===== src/rtl/halt_vec_pkg.sv =====
`timescale 1ns/1ps
package halt_vec_pkg;
  typedef enum logic [1:0] {
    VS_RST  = 2'd0,
    VS_LO   = 2'd1,
    VS_HI   = 2'd2,
    VS_DONE = 2'd3
  } vec_state_e;
endpackage


===== src/rtl/hvc_vec_sel.sv =====
`timescale 1ns/1ps
module hvc_vec_sel
  import halt_vec_pkg::*;
#(
  parameter int ADDR_W      = 16,
  parameter int LVL_W       = 2,
  parameter int N_HW        = 4,
  parameter int HW_VEC      = 2,
  parameter int BRK_VEC     = 4,
  parameter int BRK_MAX_LVL = 2
) (
  input  logic              clk_i,
  input  logic              rst_ni,
  input  logic [N_HW-1:0]   hw_cause_i,
  input  logic              brk_rst_i,
  input  logic [LVL_W-1:0]  brk_lvl_i,
  output logic [ADDR_W-1:0] vec_addr_o,
  output logic              vec_valid_o
);
  localparam logic [LVL_W-1:0]  LvlLim  = LVL_W'(BRK_MAX_LVL);
  localparam logic [ADDR_W-1:0] HwBase  = ADDR_W'(HW_VEC);
  localparam logic [ADDR_W-1:0] BrkBase = ADDR_W'(BRK_VEC);

  vec_state_e st_q;
  logic       use_brk_q;

  always_ff @(posedge clk_i or negedge rst_ni) begin
    if (!rst_ni) st_q <= VS_RST;
    else begin
      unique case (st_q)
        VS_RST:  st_q <= VS_LO;
        VS_LO:   st_q <= VS_HI;
        default: st_q <= VS_DONE;
      endcase
    end
  end

  // cause sampled on every edge while held in reset state
  always_ff @(posedge clk_i) begin
    if (st_q == VS_RST)
      use_brk_q <= brk_rst_i && !(|hw_cause_i) && (brk_lvl_i < LvlLim);
  end

  always_comb begin
    vec_valid_o = (st_q == VS_LO) || (st_q == VS_HI);
    vec_addr_o  = '0;
    if (vec_valid_o)
      vec_addr_o = (use_brk_q ? BrkBase : HwBase) + ADDR_W'(st_q == VS_HI);
  end

  a_r4_hi_follows_lo: assert property (@(posedge clk_i) disable iff (!rst_ni)
    (st_q == VS_LO) |=> (vec_valid_o && vec_addr_o == $past(vec_addr_o) + 1'b1));
  a_r4_two_words_only: assert property (@(posedge clk_i) disable iff (!rst_ni)
    (st_q == VS_HI) |=> !vec_valid_o);
  a_r1_r2_r3_known_addr: assert property (@(posedge clk_i) disable iff (!rst_ni)
    vec_valid_o |-> (vec_addr_o == HwBase || vec_addr_o == HwBase + 1'b1 ||
                     vec_addr_o == BrkBase || vec_addr_o == BrkBase + 1'b1));
endmodule


===== src/rtl/hvc_halt_reg.sv =====
`timescale 1ns/1ps
module hvc_halt_reg #(
  parameter int DATA_W   = 8,
  parameter int HALT_BIT = 0,
  parameter int IRQ_W    = 56
) (
  input  logic              clk_i,
  input  logic              rst_ni,
  input  logic              we_i,
  input  logic [DATA_W-1:0] wdata_i,
  input  logic              wdt_irq_i,
  input  logic [IRQ_W-1:0]  irq_req_i,
  input  logic [IRQ_W-1:0]  irq_en_i,
  output logic              halt_o,
  output logic [DATA_W-1:0] rdata_o
);
  logic halt_q;
  logic wake;

  assign wake = wdt_irq_i | (|(irq_req_i & irq_en_i));

  // falling-edge register: gate downstream only moves while clk_i is low
  always_ff @(negedge clk_i or negedge rst_ni) begin
    if (!rst_ni)              halt_q <= 1'b0;
    else if (we_i)            halt_q <= wdata_i[HALT_BIT];
    else if (halt_q && wake)  halt_q <= 1'b0;
  end

  always_comb begin
    rdata_o           = '0;
    rdata_o[HALT_BIT] = halt_q;
  end

  assign halt_o = halt_q;

  a_r5_enter: assert property (@(negedge clk_i) disable iff (!rst_ni)
    (we_i && wdata_i[HALT_BIT]) |=> halt_o);
  a_r6_wdt_release: assert property (@(negedge clk_i) disable iff (!rst_ni)
    (halt_o && !we_i && wdt_irq_i) |=> !halt_o);
  a_r7_masked_hold: assert property (@(negedge clk_i) disable iff (!rst_ni)
    (halt_o && !we_i && !wdt_irq_i && !(|(irq_req_i & irq_en_i))) |=> halt_o);
endmodule


===== src/rtl/hvc_clk_gate.sv =====
`timescale 1ns/1ps
module hvc_clk_gate (
  input  logic clk_i,
  input  logic rst_ni,
  input  logic en_i,
  output logic gclk_o
);
  assign gclk_o = clk_i & en_i;

  always @(en_i) begin
    if (rst_ni === 1'b1)
      a_r10_gate_moves_low: assert (clk_i == 1'b0);
  end
endmodule


===== src/rtl/halt_vec_ctrl.sv =====
`timescale 1ns/1ps
module halt_vec_ctrl #(
  parameter int ADDR_W      = 16,
  parameter int DATA_W      = 8,
  parameter int LVL_W       = 2,
  parameter int EN_REGS     = 7,
  parameter int EN_BITS     = 8,
  parameter int HALT_BIT    = 0,
  parameter int HW_VEC      = 2,
  parameter int BRK_VEC     = 4,
  parameter int BRK_MAX_LVL = 2,
  localparam int IRQ_W      = EN_REGS * EN_BITS
) (
  input  logic              clk_i,
  input  logic              rst_ni,
  input  logic [3:0]        hw_cause_i,
  input  logic              brk_rst_i,
  input  logic [LVL_W-1:0]  brk_lvl_i,
  input  logic              reg_we_i,
  input  logic [DATA_W-1:0] reg_wdata_i,
  output logic [DATA_W-1:0] reg_rdata_o,
  input  logic              wdt_irq_i,
  input  logic [IRQ_W-1:0]  irq_req_i,
  input  logic [IRQ_W-1:0]  irq_en_i,
  output logic              cpu_clk_o,
  output logic              halt_o,
  output logic [ADDR_W-1:0] vec_addr_o,
  output logic              vec_valid_o
);
  hvc_vec_sel #(
    .ADDR_W(ADDR_W), .LVL_W(LVL_W), .N_HW(4),
    .HW_VEC(HW_VEC), .BRK_VEC(BRK_VEC), .BRK_MAX_LVL(BRK_MAX_LVL)
  ) u_vec (
    .clk_i(clk_i), .rst_ni(rst_ni), .hw_cause_i(hw_cause_i),
    .brk_rst_i(brk_rst_i), .brk_lvl_i(brk_lvl_i),
    .vec_addr_o(vec_addr_o), .vec_valid_o(vec_valid_o)
  );

  hvc_halt_reg #(.DATA_W(DATA_W), .HALT_BIT(HALT_BIT), .IRQ_W(IRQ_W)) u_halt (
    .clk_i(clk_i), .rst_ni(rst_ni), .we_i(reg_we_i), .wdata_i(reg_wdata_i),
    .wdt_irq_i(wdt_irq_i), .irq_req_i(irq_req_i), .irq_en_i(irq_en_i),
    .halt_o(halt_o), .rdata_o(reg_rdata_o)
  );

  hvc_clk_gate u_gate (
    .clk_i(clk_i), .rst_ni(rst_ni), .en_i(!halt_o), .gclk_o(cpu_clk_o)
  );
endmodule


===== config.mk =====
export PLATFORM = sky130hd
export DESIGN_NAME = halt_vec_ctrl
export DESIGN_NICKNAME = d
export VERILOG_FILES = /design/src/rtl/halt_vec_pkg.sv /design/src/rtl/hvc_vec_sel.sv /design/src/rtl/hvc_halt_reg.sv /design/src/rtl/hvc_clk_gate.sv /design/src/rtl/halt_vec_ctrl.sv
export SDC_FILE = /design/constraint.sdc
export NUM_CORES = 1
export LEC_CHECK = 0
export BUFFER_PORTS_ARGS = -buffer_cell sky130_fd_sc_hd__buf_2
export CORE_MARGIN = 8
export CORE_UTILIZATION = 21
export CTS_BUF_LIST = sky130_fd_sc_hd__clkbuf_2
export DETAILED_ROUTE_END_ITERATION = 8
export PLACE_DENSITY_LB_ADDON = 0.1
export SLEW_MARGIN = 20
export SYNTH_ARGS = -nofsm -noshare
export SYNTH_HDL_FRONTEND = slang
export SYNTH_SLANG_ARGS = --single-unit
export TNS_END_PERCENT = 10

===== constraint.sdc =====
create_clock -name clk_i -period 1.23 [get_ports clk_i]
set_clock_uncertainty 0.15 [all_clocks]
set_input_delay 0.1845 -clock clk_i [delete_from_list [all_inputs] [get_ports clk_i]]
set_output_delay 0.1845 -clock clk_i [all_outputs]
set_load 0.005 [all_outputs]

# After elaboration in Yosys (flattened, before gate mapping)
# Cells that the tools add are included.
dict set report classes {
  n_addsub 1
  magnitude_cmp 1
  eq_ne 2
  mux 5
  bitwise 3
  reduce_logical 10
}
# operator count
set ops {}
lappend ops {{$and 56x56->56} 1}
lappend ops {{$reduce_or 56->1} 1}
lappend ops {{$add 16x1->16} 1}
lappend ops {{$mux 16} 1}
lappend ops {{$pmux 2 s2} 1}
lappend ops {{$reduce_or 4->1} 1}
lappend ops {{$logic_and 1x1->1} 3}
lappend ops {{$mux 3} 1}
lappend ops {{$eq 2x1->1 const B} 1}
lappend ops {{$eq 2x2->1 const B} 1}
lappend ops {{$logic_not 1->1} 2}
lappend ops {{$logic_not 2->1} 1}
lappend ops {{$lt 2x2->1 const B} 1}
lappend ops {{$mux 1} 2}
lappend ops {{$reduce_bool 2->1} 1}
lappend ops {{$and 1x1->1} 1}
lappend ops {{$logic_or 1x1->1} 1}
lappend ops {{$or 1x1->1} 1}
dict set report totals {
  ff_bits 4
  in_bits 131
  out_inout_bits 27
  elab_cells 25
}

# Longest topological paths before layout
dict set report logic_depth {
  depth_word 6
  ltp_mapped 5
  mapped_depth_nobuf 5
}

# By module
# Synthesis repeated with hierarchy kept, for this count alone.
dict set report hier_totals {
  cells_unflattened 75
  area_unflattened_um2 685.7
}
# module n_inst cells_per_inst area_each_um2 seq_area_each_um2
set by_module_without_submodules {}
lappend by_module_without_submodules {hvc_halt_reg 1 45 409.1 25.0}
lappend by_module_without_submodules {hvc_vec_sel 1 28 266.5 80.1}
lappend by_module_without_submodules {hvc_clk_gate 1 1 6.3 0.0}
lappend by_module_without_submodules {halt_vec_ctrl 1 1 3.8 0.0}

==> metrics <==
drt pass-1 iters 2; Final ANT Viol Nets 0; pwr/cell area 517.0 nW/um2; Core ar. 3053 um2; fin nets 349; Post-Layout Cell Count 258; drc violations 0; max_cap viols 0; Top Ports 158; Worst setup SP type flip-flop; worst setup path startpoint u_halt.halt_o; initial antenna violation count 0; Post-Syn Instances 73; Ys Warns 0; FP Rows 20; final worst setup slack -0.6143 ns; die width 72.62 um; setup violators final 9; Final Max Tran Viols 0; DP HPWL 3704 um; Hold Vio Cnt, Final 0; Peak supply drop 0.0001800 V; Mapped Area 673.1 um2; failing checks negative setup slack; dpl cells 248; Worst Path Required 0.90 ns; LEAKAGE 0.8280 nW; reg2reg setup slack -0.12 ns; Clk pin slew, worst setup/hold paths 0.06 ns; Post-CTS Repair Setup Buffers 0; Crit. End Element primary output; total global routing overflow 0; status complete, but fails checks; largest net degree at the start of global routing 5; reg2reg start u_halt.halt_o; crit path DAT 1.51 ns; share of layout cells above drive strength 1 70.56%; Setup CP Type reg -> out; worst hold path class in -> async; Crit Path Max Fanout 4; Final TNS setup -3.396 ns; vias in the first global route 1295; Seq/Total Area, Yosys 15.61%; Post-Syn Area per Cell 9.221 um2; placed cell areas 1318 um2; RSZ-0062 raised after global routing true; synth unique cells 19; vias post-DR 1089; Syn-to-layout area delta 111.0%; #FFs+latches synth 4; Die ar. 5273 um2; GRT Total Usage 13.40%; reg-to-reg critical path endpoint u_halt.halt_o; die height 72.62 um; antenna cells 0; final instance area 1420 um2; number of DRC markers in iteration 0 46; CP Capture Point cpu_clk_o; Skew-Pair Late Insertion Delay 0.31 ns; initial core utilization 22.05%; global placement routability congestion 0.7870; DR WL/cell 15.03 um; routed wire length 3877 um; Via density 4.221; global-route wire length before repair 5623 um; R2R depth 4; CTS tree built; pre-CTS setup slack -0.8275 ns; input/output buffers 129
[cell type report]
| type | count | area (um2) |
|---|---|---|
| multi-input cells | 63 | 488.0 |
| repair buffers | 135 | 716.9 |
| well taps | 44 | 55.05 |
| clock buffers | 8 | 40.04 |
| inverters | 4 | 15.01 |
| flip-flops and latches | 4 | 105.1 |
| fillers | 304 | 1633 |
[worst min path at each step]
stage	end	cells past startpoint
global route	u_vec.st_q[1]	2
floorplan	u_vec.st_q[0]	0
global placement	u_vec.st_q[1]	1
detailed placement	u_vec.st_q[1]	1
CTS	u_vec.st_q[1]	2
finish	u_vec.st_q[1]	2
[power by group]
part           switching (mW)  leakage (nW)  total (mW)  internal, mW
Clock                   0.105        0.0359       0.287         0.182
Combinational           0.108         0.755       0.308         0.200
Sequential            0.00144        0.0374       0.140         0.138
Total                   0.215         0.828       0.734         0.519
[worst max-delay path, cell delays in order, from the launching register on]
cell	delay, ns
dfrtn_1	0.43
nor2b_1	0.05
buf_2	0.12
[cell usage after synthesis, drive strengths merged]
library cell | n | area [um2]
and2 | 1 | 6.260
a22o | 13 | 113.9
a22oi | 2 | 15.01
or4b | 1 | 10.01
nor3b | 1 | 7.510
ha | 3 | 37.54
nand4 | 4 | 25.02
a21o | 1 | 7.510
inv | 4 | 15.01
a221oi | 13 | 145.1
nor2b | 2 | 12.51
dfrtn | 1 | 25.02
conb | 1 | 3.750
dfrtp | 2 | 50.05
nor4 | 1 | 6.260
edfxtp | 1 | 30.03
buf | 21 | 157.7
nor3 | 1 | 5.000
[cell families (layout without fill, tap and decap cells)]
| group | Yosys count | after routing | synth area share [%] |
|---|---|---|---|
| AND/OR/NAND/NOR | 11 | 11 | 10.78 |
| AO/OA/AOI/OAI | 29 | 29 | 41.82 |
| buffers and inverters | 25 | 147 | 25.65 |
| other | 1 | 20 | 0.5571 |
| adder cells (fa/ha/maj) | 3 | 3 | 5.577 |
| flip-flops | 4 | 4 | 15.61 |
[sequential cells by signal, summed over array words and instances, names as in the netlist]
register and cells:
u_vec.st_q 2, u_halt.halt_o 1, u_vec.use_brk_q 1
[routing by layer]
metal	vias up	routed length (um)	GRT usage [%]
met4	0	11	3.556
li1	540	-	-
met3	2	420	7.143
met2	72	2195	26.34
met5	-	0	0
met1	475	1249	11.17
[stage by stage]
| stage | utilization (%) | total power [mW] | hold WS [ns] |
|---|---|---|---|
| floorplan | - | 0.3020 | -0.2611 |
| global placement | 43.16 | 0.4789 | -0.1665 |
| detailed placement | 43.16 | 0.4880 | -0.1632 |
| CTS | 46.11 | 0.7479 | 0.04338 |
| global route | 46.52 | 0.8043 | 0.03198 |
| finish | 46.52 | 0.7342 | 0.04937 |
[placed cells by master (no fill, tap or decap), types with 2 or more instances in the layout]
master | synthesis | routed
buf_4 | 21 | 3
buf_2 | 0 | 127
a221oi_2 | 5 | 5
a22oi_1 | 2 | 2
clkbuf_2 | 0 | 7
inv_1 | 4 | 2
dfrtp_1 | 2 | 2
inv_2 | 0 | 2
a221oi_1 | 8 | 8
nor2b_1 | 2 | 2
dlygate4sd3_1 | 0 | 3
a22o_1 | 13 | 13
conb_1 | 1 | 20
buf_6 | 0 | 3
nand4_1 | 4 | 4
[repair_timing]
| action | in CTS | in global routing |
|---|---|---|
| hold buffers | 3 | 0 |
| endpoints found under the hold margin | 3 | 0 |
| setup endpoints to repair | 9 | 9 |
| gates resized for setup | 6 | 2 |
| gates cloned | 0 | 0 |
| pin swaps | 0 | 0 |
No activity file was read; power rests on OpenSTA's default activity.
